**src/rtl/dsl_pkg.sv**
```systemverilog
package dsl_pkg;

  // Which stages are transparent in a given cycle.
  typedef enum logic [1:0] {
    PATH_HOLD  = 2'b00,
    PATH_INPUT = 2'b01,
    PATH_XFER  = 2'b10,
    PATH_FLOW  = 2'b11
  } path_mode_e;

  localparam int unsigned NUM_STAGES = 2;
  localparam int unsigned STG_IN     = 0;
  localparam int unsigned STG_CONV   = 1;

  function automatic path_mode_e mode_of(input logic [NUM_STAGES-1:0] open_v);
    path_mode_e m;
    unique case (open_v)
      2'b00:   m = PATH_HOLD;
      2'b01:   m = PATH_INPUT;
      2'b10:   m = PATH_XFER;
      default: m = PATH_FLOW;
    endcase
    return m;
  endfunction

endpackage

```
**src/rtl/dsl_qualify.sv**
```systemverilog
module dsl_qualify
  import dsl_pkg::*;
(
  input  logic                  latch_en,
  input  logic                  sel_n,
  input  logic                  wr_a_n,
  input  logic                  wr_b_n,
  input  logic                  xfer_n,
  output logic [NUM_STAGES-1:0] open_o,
  output path_mode_e            mode_o
);

  logic in_gate;
  logic conv_gate;

  // Input stage: enable high, select low and first strobe low.
  assign in_gate   = latch_en & ~sel_n & ~wr_a_n;
  // Converter stage: second strobe and transfer both low.
  assign conv_gate = ~wr_b_n & ~xfer_n;

  always_comb begin
    open_o           = '0;
    open_o[STG_IN]   = in_gate;
    open_o[STG_CONV] = conv_gate;
  end

  assign mode_o = mode_of(open_o);

endmodule

```
**src/rtl/dsl_stage.sv**
```systemverilog
module dsl_stage #(
  parameter int unsigned        WIDTH   = 8,
  parameter logic [WIDTH-1:0]   RST_VAL = '0
) (
  input  logic             clk,
  input  logic             rst,
  input  logic             open_i,
  input  logic [WIDTH-1:0] d_i,
  output logic [WIDTH-1:0] q_o,
  output logic [WIDTH-1:0] nxt_o
);

  logic [WIDTH-1:0] hold_q;

  // Value the stage will hold after this edge; open stages pass through.
  assign nxt_o = open_i ? d_i : hold_q;
  assign q_o   = hold_q;

  always_ff @(posedge clk) begin
    if (rst) hold_q <= RST_VAL;
    else     hold_q <= nxt_o;
  end

endmodule

```
**src/rtl/dual_stage_dac_latch.sv**
```systemverilog
module dual_stage_dac_latch
  import dsl_pkg::*;
#(
  parameter int unsigned WIDTH = 8
) (
  input  logic             clk,
  input  logic             rst,
  input  logic [WIDTH-1:0] data_in,
  input  logic             latch_en,
  input  logic             sel_n,
  input  logic             wr_a_n,
  input  logic             wr_b_n,
  input  logic             xfer_n,
  output logic [WIDTH-1:0] dac_word,
  output logic             flow_thru
);

  localparam logic [WIDTH-1:0] ZERO_WORD = '0;

  logic [NUM_STAGES-1:0] stage_open;
  path_mode_e            mode_now;
  path_mode_e            mode_q;

  logic [WIDTH-1:0] stage_in  [NUM_STAGES];
  logic [WIDTH-1:0] stage_q   [NUM_STAGES];
  logic [WIDTH-1:0] stage_nxt [NUM_STAGES];

  dsl_qualify u_qual (
    .latch_en (latch_en),
    .sel_n    (sel_n),
    .wr_a_n   (wr_a_n),
    .wr_b_n   (wr_b_n),
    .xfer_n   (xfer_n),
    .open_o   (stage_open),
    .mode_o   (mode_now)
  );

  // Cascade: each stage is fed the next-state value of the one before,
  // so transparency chains through within a single clock.
  for (genvar gi = 0; gi < NUM_STAGES; gi++) begin : g_stage
    if (gi == 0) begin : g_head
      assign stage_in[gi] = data_in;
    end else begin : g_tail
      assign stage_in[gi] = stage_nxt[gi-1];
    end

    dsl_stage #(
      .WIDTH   (WIDTH),
      .RST_VAL (ZERO_WORD)
    ) u_stage (
      .clk    (clk),
      .rst    (rst),
      .open_i (stage_open[gi]),
      .d_i    (stage_in[gi]),
      .q_o    (stage_q[gi]),
      .nxt_o  (stage_nxt[gi])
    );
  end

  always_ff @(posedge clk) begin
    if (rst) mode_q <= PATH_HOLD;
    else     mode_q <= mode_now;
  end

  assign dac_word  = stage_q[NUM_STAGES-1];
  assign flow_thru = (mode_q == PATH_FLOW);

endmodule

```
**config.mk**
```make
export PLATFORM = sky130hd
export DESIGN_NAME = dual_stage_dac_latch
export DESIGN_NICKNAME = d
export VERILOG_FILES = /design/src/rtl/dsl_pkg.sv /design/src/rtl/dsl_qualify.sv /design/src/rtl/dsl_stage.sv /design/src/rtl/dual_stage_dac_latch.sv
export SDC_FILE = /design/constraint.sdc
export NUM_CORES = 1
export LEC_CHECK = 0
export BUFFER_PORTS_ARGS = -buffer_cell sky130_fd_sc_hd__buf_2
export CORE_MARGIN = 2
export CORE_UTILIZATION = 46
export CTS_BUF_LIST = sky130_fd_sc_hd__clkbuf_4 sky130_fd_sc_hd__clkbuf_8
export DETAILED_ROUTE_END_ITERATION = 8
export GPL_TIMING_DRIVEN = 1
export PLACE_DENSITY = 0.83
export RECOVER_POWER = 100
export SYNTH_ARGS = -nofsm -noshare
export SYNTH_HDL_FRONTEND = slang
export SYNTH_HIERARCHICAL = 1
export SYNTH_SLANG_ARGS = --single-unit
```
**constraint.sdc**
```tcl
create_clock -name clk -period 1.33 [get_ports clk]
set_input_delay 0.133 -clock clk [delete_from_list [all_inputs] [get_ports clk]]
set_output_delay 0.133 -clock clk [all_outputs]
set_load 0.05 [all_outputs]
```
==> flow_summary_export.csv, run 1 <==
group,metric,value,unit
status,status,"finished, final reports clean",
timing,setup_viol,0,
clock_tree,cts.sinks,18,
placed_design,portBuffers,23,
timing,rsz0062_at_grt,"false",
critical_path,startpoint_type,"input port",
yosys,ys_seq_elements,18,
drt,via_per_inst,4.86,
clock_tree,cts_tree,"done",
floorplan,start_util,50.6,%
floorplan,die_w,45.4,µm
yosys,netlist_instances,61,
placed_design,place_area,905,µm²
timing,min_period_over_period,89.8,%
clock_tree,cts_setup_buffers,0,
critical_path,cp_max_fo,9,
clock_tree,insertion_delay,0.30,ns
layout,area_delta_synth_final,12.7,%
global_routing,grt_pass1_vias,471,
clock_tree,h-tree-depth,1,
placed_design,dp_hpwl,902,µm
critical_path,cp_data_required_time,1.52,ns
clock_tree,root_buffer,"clkbuf_4",
layout,num-nets-final,100,
yosys,yosysSeqAreaShare,45.7,%
layout,design_area,888,µm²
power_and_ir_drop,power_density,1140,nW/µm²
critical_path,end_kind,"register",
floorplan,core,1560,µm²
layout,multiInputGateArea,333,µm²
yosys,yosys_warnings,6,
drt,postRouteAntennaNets,0,
yosys,synth_nets,76,
placed_design,place_ws,-0.138,ns
critical_path,crit_type,"in2reg",
yosys,synth.distinct_cells,8,
global_routing,antenna_found_initial,0,
power_and_ir_drop,power,1.01,mW
layout,regArea,360,µm²
timing,tightest_slew,0.559,ns
drt,dr.pass1.iters,4,
timing,final_max_slew_viol_count,0,
timing,finalHoldViolations,0,
clock_tree,cts_hold_buffers,0,
floorplan,fp.dieH,45.4,µm
power_and_ir_drop,p_leak,0.427,nW
timing,fin_setup_tns,0,ns
drt,drt-total-wl,1300,µm
clock_tree,cts.repair.resized,0,
layout,fillers,156,
drt,wl_per_cell,13.0,µm
power_and_ir_drop,ir_drop,0.639,mV
job,maxCapViolCount,0,
global_routing,grt_pass1_wl,2150,µm
drt,drcViolationCount,0,
critical_path,cp.arrival,1.39,ns
global_routing,grt_overflow,0,
timing,slew_headroom,62.7,%
global_routing,grt_use_total,15.8,%
clock_tree,cts.clk_slew.worst_paths,0.10,ns
floorplan,fp-row-count,14,
worst_hold_path,min_path_type,"in2reg",
layout,drive_above_1_share,38.1,%
clock_tree,clk_path_buf_depth,2,
floorplan,ioPinCount,24,
layout,n_antenna_cell,0,
clock_tree,cts_made_buffers,3,
timing,fin_crit,1.19,ns
timing,hold-worst-slack,0.188,ns
timing,fin_ws,0.136,ns
drt,vias,486,
drt,dr.first_iter.drc_count,3,
timing,fmax,0.838,GHz
timing,fin_worst_skew,0.00170,ns
placed_design,place.gp.congestion,0.620,
floorplan,fp.dieArea,2060,µm²
yosys,syn_area,788,µm²
global_routing,grt_max_degree,19,
yosys,syn_avg_cell_area,12.9,µm²
## per-layer routing
layer	vias to the layer above	wire, µm	GRT usage (%)
met5	-	0	0
met4	0	40	14.1
met3	4	97	4.37
met2	22	566	23.7
met1	217	598	18.0
li1	243	-	-
## logic make-up after synthesis
| group | synth area share (%) |
|---|---|
| AND/OR/NAND/NOR | 17.1 |
| flip-flops | 45.7 |
| multiplexers | 30.5 |
| buffers and inverters | 6.67 |
## final cells by class
type / instances / share of cell area, %
clock buffers: 4 / 4.08
repair buffers: 25 / 15.6
flip-flops and latches: 18 / 40.6
well taps: 16 / 2.25
multi-input cells: 37 / 37.5
## state kept, by name, summed over array words and instances, names as in the netlist
register and cells:
g_stage.u_stage/q_o 16, mode_q 2
## synth_stat cells
master   instances  area, µm²
mux2_4          16        240
dfxtp_1         18        360
nor2b_1         18        113
and2_1           1       6.26
buf_4            4       30.0
nor2_1           1       3.75
nor3b_2          1       12.5
buf_6            2       22.5
## stage by stage
step,std cells,util (%)
6_report,100,57.0
5_1_grt,100,57.0
4_1_cts,100,60.4
3_5_place_dp,96,58.0
3_3_place_gp,96,58.0
2_1_floorplan,61,-
## worst paths after layout
path                                to                      start  depth (start not counted)  slack (ns)
max reg2reg  g_stage[1].u_stage/q_o[6]  g_stage[0].u_stage/q_o[6]                          3        0.19
min reg2reg  g_stage[1].u_stage/q_o[1]  g_stage[1].u_stage/q_o[1]                          2        0.60
min          g_stage[0].u_stage/q_o[0]                 data_in[0]                          3        0.19
max          g_stage[1].u_stage/q_o[7]                     wr_a_n                          6        0.14
## critical path: stages
cell and delay [ns]:
buf_2 0.11, nor3b_4 0.22, buf_12 0.16, mux2_1 0.34, mux2_1 0.29, nor2b_1 0.12
## cells in the final DEF (no fill, tap or decap), drive strengths merged
cell and count:
nor2b 18, nor3b 1, buf 15, dfxtp 18, and2 1, nor2 1
clkbuf 14, mux2 16
## power breakdown
group          leakage (nW)  switching (mW)  internal, mW
Combinational         0.260          0.0561        0.0534
Clock                0.0210           0.179         0.167
Sequential            0.146         0.00491         0.554
No activity file was read; power rests on OpenSTA's default activity.
==> inputs of run 2 (changes only) <==
CORE_UTILIZATION = 44   (was 46)
SYNTH_HIERARCHICAL = unset   (was 1)
==> run 2 against run 1 <==
Final cell count rose by 6.0%; setup slack improved by 0.082 ns; total power shrank 3.4%; design area down 14%; hold slack worse by 0.17 ns; combinational power rose by 33%; synthesized cell count up 11%; non-clock buffer count fell by 1; core utilization increased by 1.0 points; critical path depth decreased by 4; clock-buffer cell count down 1; largest cell class unchanged.
==> flow_summary_export.csv, run 2 <==
group,metric,value,unit
drt,dr.first_iter.drc_count,5,
yosys,synthXorXnorAreaFrac,0,%
layout,area_delta_synth_final,21.2,%
global_routing,grt_max_degree,19,
floorplan,fp.dieArea,1750,µm²
layout,num-nets-final,108,
worst_hold_path,min_from,"wr_b_n",
placed_design,place_ws,0.173,ns
layout,n_antenna_cell,0,
yosys,synth_top_family_by_area,"simple AND/OR/NAND/NOR gates",
drt,vias,563,
yosys,synthAdderAreaFrac,0,%
yosys,yosysSeqAreaShare,57.1,%
global_routing,grt_pass1_wl,1900,µm
critical_path,cp_data_required_time,1.20,ns
worst_hold_path,hold_path_depth,2,
timing,fmax,0.899,GHz
clock_tree,insertion_delay,0.29,ns
yosys,syn_avg_cell_area,9.27,µm²
timing,fin_crit,1.11,ns
yosys,ys_seq_elements,18,
critical_path,crit_path_max_incr_delay,0.31,ns
timing,min_period_over_period,83.6,%
drt,postRouteAntennaNets,0,
timing,rsz0062_at_grt,"false",
layout,final_cell_mix,"dfxtp_1, nand2_1, buf_2, nor2_1, clkbuf_2",
placed_design,placed_cells,103,
critical_path,path_delay_family,"flip-flops",
clock_tree,cts.sinks,18,
floorplan,core,1320,µm²
floorplan,fp.dieH,41.9,µm
yosys,synth_mux_area_share,0,%
yosys,yosysMostFrequentCell,"dfxtp_1",
layout,multiInputGateArea,243,µm²
placed_design,portBuffers,23,
layout,final_cells,106,
clock_tree,cts_setup_buffers,0,
critical_path,r2r_cells,2,
yosys,synth_nets,83,
clock_tree,cts_made_buffers,3,
worst_hold_path,min_path_type,"in2reg",
drt,wl_per_cell,11.7,µm
global_routing,grt_overflow,0,
critical_path,cp_max_fo,1,
yosys,synth_edf_count,0,
yosys,dominantRegCellSynth,"dfxtp_1",
global_routing,antenna_found_initial,0,
yosys,syn_area,631,µm²
critical_path,timing.critical_path.buf_inv,1,
clock_tree,h-tree-depth,1,
clock_tree,cts.repair.resized,0,
floorplan,die_w,41.9,µm
yosys,synth_common_cells,"dfxtp_1, nand2_1, nor2_1, a21oi_1, a311oi_1",
timing,fin_ws,0.218,ns
timing,tightest_slew,0.738,ns
status,status,"finished, final reports clean",
layout,drive_above_1_share,29.7,%
critical_path,crit_slowest_cell,"dfxtp_1",
layout,largest_reg_flops,16,
floorplan,start_util,47.9,%
yosys,yosys_warnings,0,
yosys,post-synth-top-area-cell,"dfxtp_1",
drt,drt-total-wl,1240,µm
drt,dr.pass1.iters,4,
yosys,netlist_instances,68,
floorplan,ioPinCount,24,
timing,finalHoldViolations,0,
clock_tree,cts_tree,"done",
critical_path,r2r_start,"g_stage[0].u_stage.q_o[0]",
critical_path,path_cells,"and2_1, clkbuf_2",
timing,setup_viol,0,
floorplan,fp-row-count,13,
critical_path,r2r-end,"g_stage[1].u_stage.q_o[0]",
layout,regArea,360,µm²
critical_path,end_kind,"output port",
timing,final_max_slew_viol_count,0,
timing,slew_headroom,50.8,%
clock_tree,root_buffer,"clkbuf_4",
power_and_ir_drop,p_leak,0.311,nW
critical_path,startpoint_type,"register",
power_and_ir_drop,power_density,1280,nW/µm²
power_and_ir_drop,power,980,µW
yosys,synth-compound-area-share,17.5,%
clock_tree,cts_hold_buffers,0,
job,maxCapViolCount,0,
critical_path,crit_type,"reg2out",
timing,fin_worst_skew,0.00117,ns
drt,via_per_inst,5.31,
worst_hold_path,holdPathEnd,"mode_q[1]",
timing,fin_setup_tns,0,ns
yosys,synth_top_area_share,57.1,%
global_routing,grt_pass1_vias,470,
critical_path,reg2reg_slack,0.56,ns
global_routing,grt_use_total,14.8,%
power_and_ir_drop,ir_drop,0.733,mV
yosys,synthSimpleGateAreaFrac,22.0,%
yosys,synthTopCellsByArea,"dfxtp_1, a311oi_1, nand2_1",
yosys,synth_async_sr_flop_share,0,%
clock_tree,cts.clk_slew.worst_paths,0.09,ns
placed_design,place.gp.congestion,0.688,
layout,final_common_cell,"dfxtp_1",
critical_path,cp.arrival,0.98,ns
drt,drcViolationCount,0,
clock_tree,clk_path_buf_depth,2,
yosys,synth.distinct_cells,13,
layout,fillers,128,
-- run 2: changes by cell type after synthesis, moves of 3 or more --
cell      delta
a311oi_1     +8
buf_4        -3
nand2_1     +16
mux2_4      -16
nor2_1       +8
nor2b_1     -18
a21oi_1      +8
-- run 2: per-layer routing --
metal | up-vias | GRT usage (%) | part of all wire [%] | routed length, µm
met5 | - | 0 | 0 | 0
met2 | 25 | 23.4 | 49 | 605
met3 | 4 | 5.65 | 6.8 | 84
met4 | 0 | 9.68 | 2.7 | 33
li1 | 287 | - | - | -
met1 | 247 | 16.3 | 42 | 518
-- run 2: through the flow --
stage                     util (%)  hold slack [ns]  area [µm²]
final                         58.0           0.0185         764
after global routing          58.0          0.00916         764
after CTS                     58.7           0.0142         773
after detailed placement      57.0            0.323         751
after global placement        57.0            0.317         751
after floorplan                  -            0.204         631
-- run 2: worst max path at each step --
stage | end | from | cells after the start | slack [ns]
4_1_cts | flow_thru | mode_q[0] | 2 | 0.23
3_3_place_gp | g_stage[1].u_stage.q_o[7] | sel_n | 4 | 0.20
2_1_floorplan | g_stage[1].u_stage.q_o[0] | g_stage[1].u_stage.q_o[0] | 2 | 0.32
5_1_grt | flow_thru | mode_q[0] | 2 | 0.16
6_report | flow_thru | mode_q[0] | 2 | 0.22
3_5_place_dp | g_stage[1].u_stage.q_o[5] | sel_n | 4 | 0.17
-- run 2: layout make-up --
class	count	area share, %
Tap cell	15	2.45
Timing Repair Buffer	24	15.7
Clock buffer	3	2.95
Multi-Input combinational cell	46	31.8
Sequential cell	18	47.1
-- run 2: worst reg2reg max path, stage by stage (launching register included) --
cell and delay [ns]:
dfxtp_1 0.33, nand2_1 0.07, a311oi_1 0.27
-- run 2: cells by family after synthesis --
family                 count (synthesis)
DFF                                   18
buffers and inverters                  4
AOI/OAI and AO/OA                     16
and+or+nand+nor                       30
-- run 2: power by group --
group          internal, mW  total, mW  switching, mW
combinational        0.0445      0.146          0.102
clock                 0.105      0.259          0.154
sequential            0.563      0.574         0.0104
==> inputs of run 3 (changes only) <==
CORE_UTILIZATION = 48   (was 44)
PLACE_DENSITY = 0.85   (was 0.83)
clock period = 1.1 ns   (was 1.33 ns; I/O delays follow)
==> run 3 against run 2 <==
Total power up 31%; design area up 7.5%; flip-flop and latch count unchanged; combinational power up 29%; setup slack worse by 0.15 ns; critical path depth unchanged; sequential share of layout area down 3.3 points; sequential power up 21%; largest cell class unchanged; largest power group unchanged.
==> flow_summary_export.csv, run 3 (synthesis gave the netlist of run 2 again) <==
group,metric,value,unit
critical_path,crit_type,"reg2out",
drt,vias,567,
floorplan,fp.dieArea,1620,µm²
placed_design,dp_hpwl,827,µm
critical_path,timing.critical_path.buf_inv,1,
power_and_ir_drop,intPower,947,µW
global_routing,grt_overflow,0,
power_and_ir_drop,p_clk_share,31.5,%
layout,postLayoutCoreUtil,64.8,%
clock_tree,cts_setup_buffers,0,
drt,wl_per_cell,10.1,µm
drt,dr.pass1.iters,3,
job,maxCapViolCount,0,
power_and_ir_drop,p_switching,339,µW
floorplan,ioPinCount,24,
timing,fin_worst_skew,0.000823,ns
critical_path,cp_max_fo,1,
placed_design,place.gp.congestion,0.662,
critical_path,end_kind,"output port",
drt,drcViolationCount,0,
clock_tree,clk_path_buf_depth,2,
power_and_ir_drop,seq_power_share,53.8,%
power_and_ir_drop,pwr-share-comb,14.6,%
clock_tree,cts_made_buffers,3,
critical_path,cp.arrival,0.92,ns
global_routing,grt_pass1_vias,453,
status,status,"finished, final reports clean",
timing,min_period_over_period,93.6,%
timing,fmax,0.971,GHz
critical_path,startpoint_type,"register",
timing,fin_crit,1.03,ns
worst_hold_path,min_path_type,"in2reg",
layout,final_common_cell,"dfxtp_1",
drt,dr.first_iter.drc_count,6,
layout,fillers,125,
clock_tree,insertion_delay,0.29,ns
timing,fin_ws,0.0699,ns
clock_tree,cts.clk_slew.worst_paths,0.10,ns
timing,setup_viol,0,
floorplan,fp-row-count,13,
layout,final_cell_mix,"dfxtp_1, nand2_1, buf_2, nor2_1",
clock_tree,cts_tree,"done",
timing,rsz0062_at_grt,"false",
clock_tree,root_buffer,"clkbuf_4",
global_routing,grt_pass1_wl,1770,µm
layout,drive_above_1_share,31.3,%
layout,design_area,822,µm²
clock_tree,cts.sinks,18,
timing,finalHoldViolations,0,
critical_path,crit_path_max_incr_delay,0.31,ns
critical_path,cp_data_required_time,0.99,ns
timing,final_max_slew_viol_count,0,
global_routing,grt_max_degree,19,
power_and_ir_drop,p_leak,0.341,nW
global_routing,grt_use_total,17.0,%
power_and_ir_drop,power_density,1560,nW/µm²
drt,via_per_inst,5.11,
critical_path,crit_slowest_cell,"dfxtp_1",
floorplan,fp.dieH,40.2,µm
placed_design,portBuffers,23,
global_routing,antenna_found_initial,0,
drt,drt-total-wl,1120,µm
layout,area_delta_synth_final,30.4,%
clock_tree,h-tree-depth,1,
drt,postRouteAntennaNets,0,
layout,num-nets-final,112,
power_and_ir_drop,ir_drop,0.971,mV
layout,n_antenna_cell,0,
timing,slew_headroom,79.6,%
placed_design,place_area,766,µm²
floorplan,die_w,40.2,µm
layout,largest_reg_flops,16,
critical_path,path_cells,"and2_1, buf_4",
timing,tightest_slew,0.306,ns
critical_path,path_delay_family,"flip-flops",
power_and_ir_drop,swShare,26.4,%
timing,hold-worst-slack,0.0673,ns
floorplan,core,1270,µm²
placed_design,place_ws,-0.0185,ns
floorplan,start_util,49.7,%
## run 3: cell types whose count changed in the layout (fill, tap and decap cells not counted), sizes merged
cell and delta:
dlygate4sd3 +2, buf +3
## run 3: worst register-to-register path, delay by kind of cell, from the launching register on
kind | cells | cell delay, ns
flip-flops | 1 | 0.32
AO/OA/AOI/OAI | 1 | 0.25
AND/OR/NAND/NOR | 1 | 0.06
## run 3: metrics by stage
stage          power [mW]  std cells  TNS [ns]
6_report             1.29        111         0
5_1_grt              1.34        111         0
4_1_cts              1.30        111         0
3_5_place_dp        0.893        105   -0.0658
3_3_place_gp        0.889        105   -0.0141
2_1_floorplan       0.833         68         0
## run 3: area by class of cell
| class | instances | area [µm²] | area share, % |
|---|---|---|---|
| Sequential cell | 18 | 360 | 43.8 |
| Multi-Input combinational cell | 46 | 249 | 30.3 |
| Timing Repair Buffer | 28 | 158 | 19.2 |
| Clock buffer | 4 | 36.3 | 4.41 |
| Tap cell | 15 | 18.8 | 2.28 |
## run 3: final timing paths
kind	cells after the start	slack (ns)	startpoint	to
hold / removal	3	0.07	data_in[5]	g_stage[0].u_stage.q_o[5]
hold reg to reg	2	0.47	g_stage[0].u_stage.q_o[2]	g_stage[0].u_stage.q_o[2]
setup / recovery	2	0.07	mode_q[0]	flow_thru
setup reg to reg	2	0.38	g_stage[0].u_stage.q_o[0]	g_stage[1].u_stage.q_o[0]
## run 3: power by group through the flow
stage	combinational [mW]	clock (mW)	sequential (mW)
6_report	0.188	0.405	0.692
5_1_grt	0.206	0.438	0.696
4_1_cts	0.191	0.414	0.692
3_5_place_dp	0.186	0	0.707
3_3_place_gp	0.183	0	0.706
2_1_floorplan	0.0645	0	0.769
## run 3: repair_timing
action | in CTS | in global routing
hold buffers | 2 | 0
setup endpoints to repair | 0 | 1
endpoints found under the hold margin | 1 | 0
gates resized for setup | 0 | 2
## run 3: routing by layer
layer	global-route usage (%)	part of all wire [%]
met1	21.1	44
met2	25.8	48
met3	3.33	6.2
met4	12.5	1.4
met5	0	0
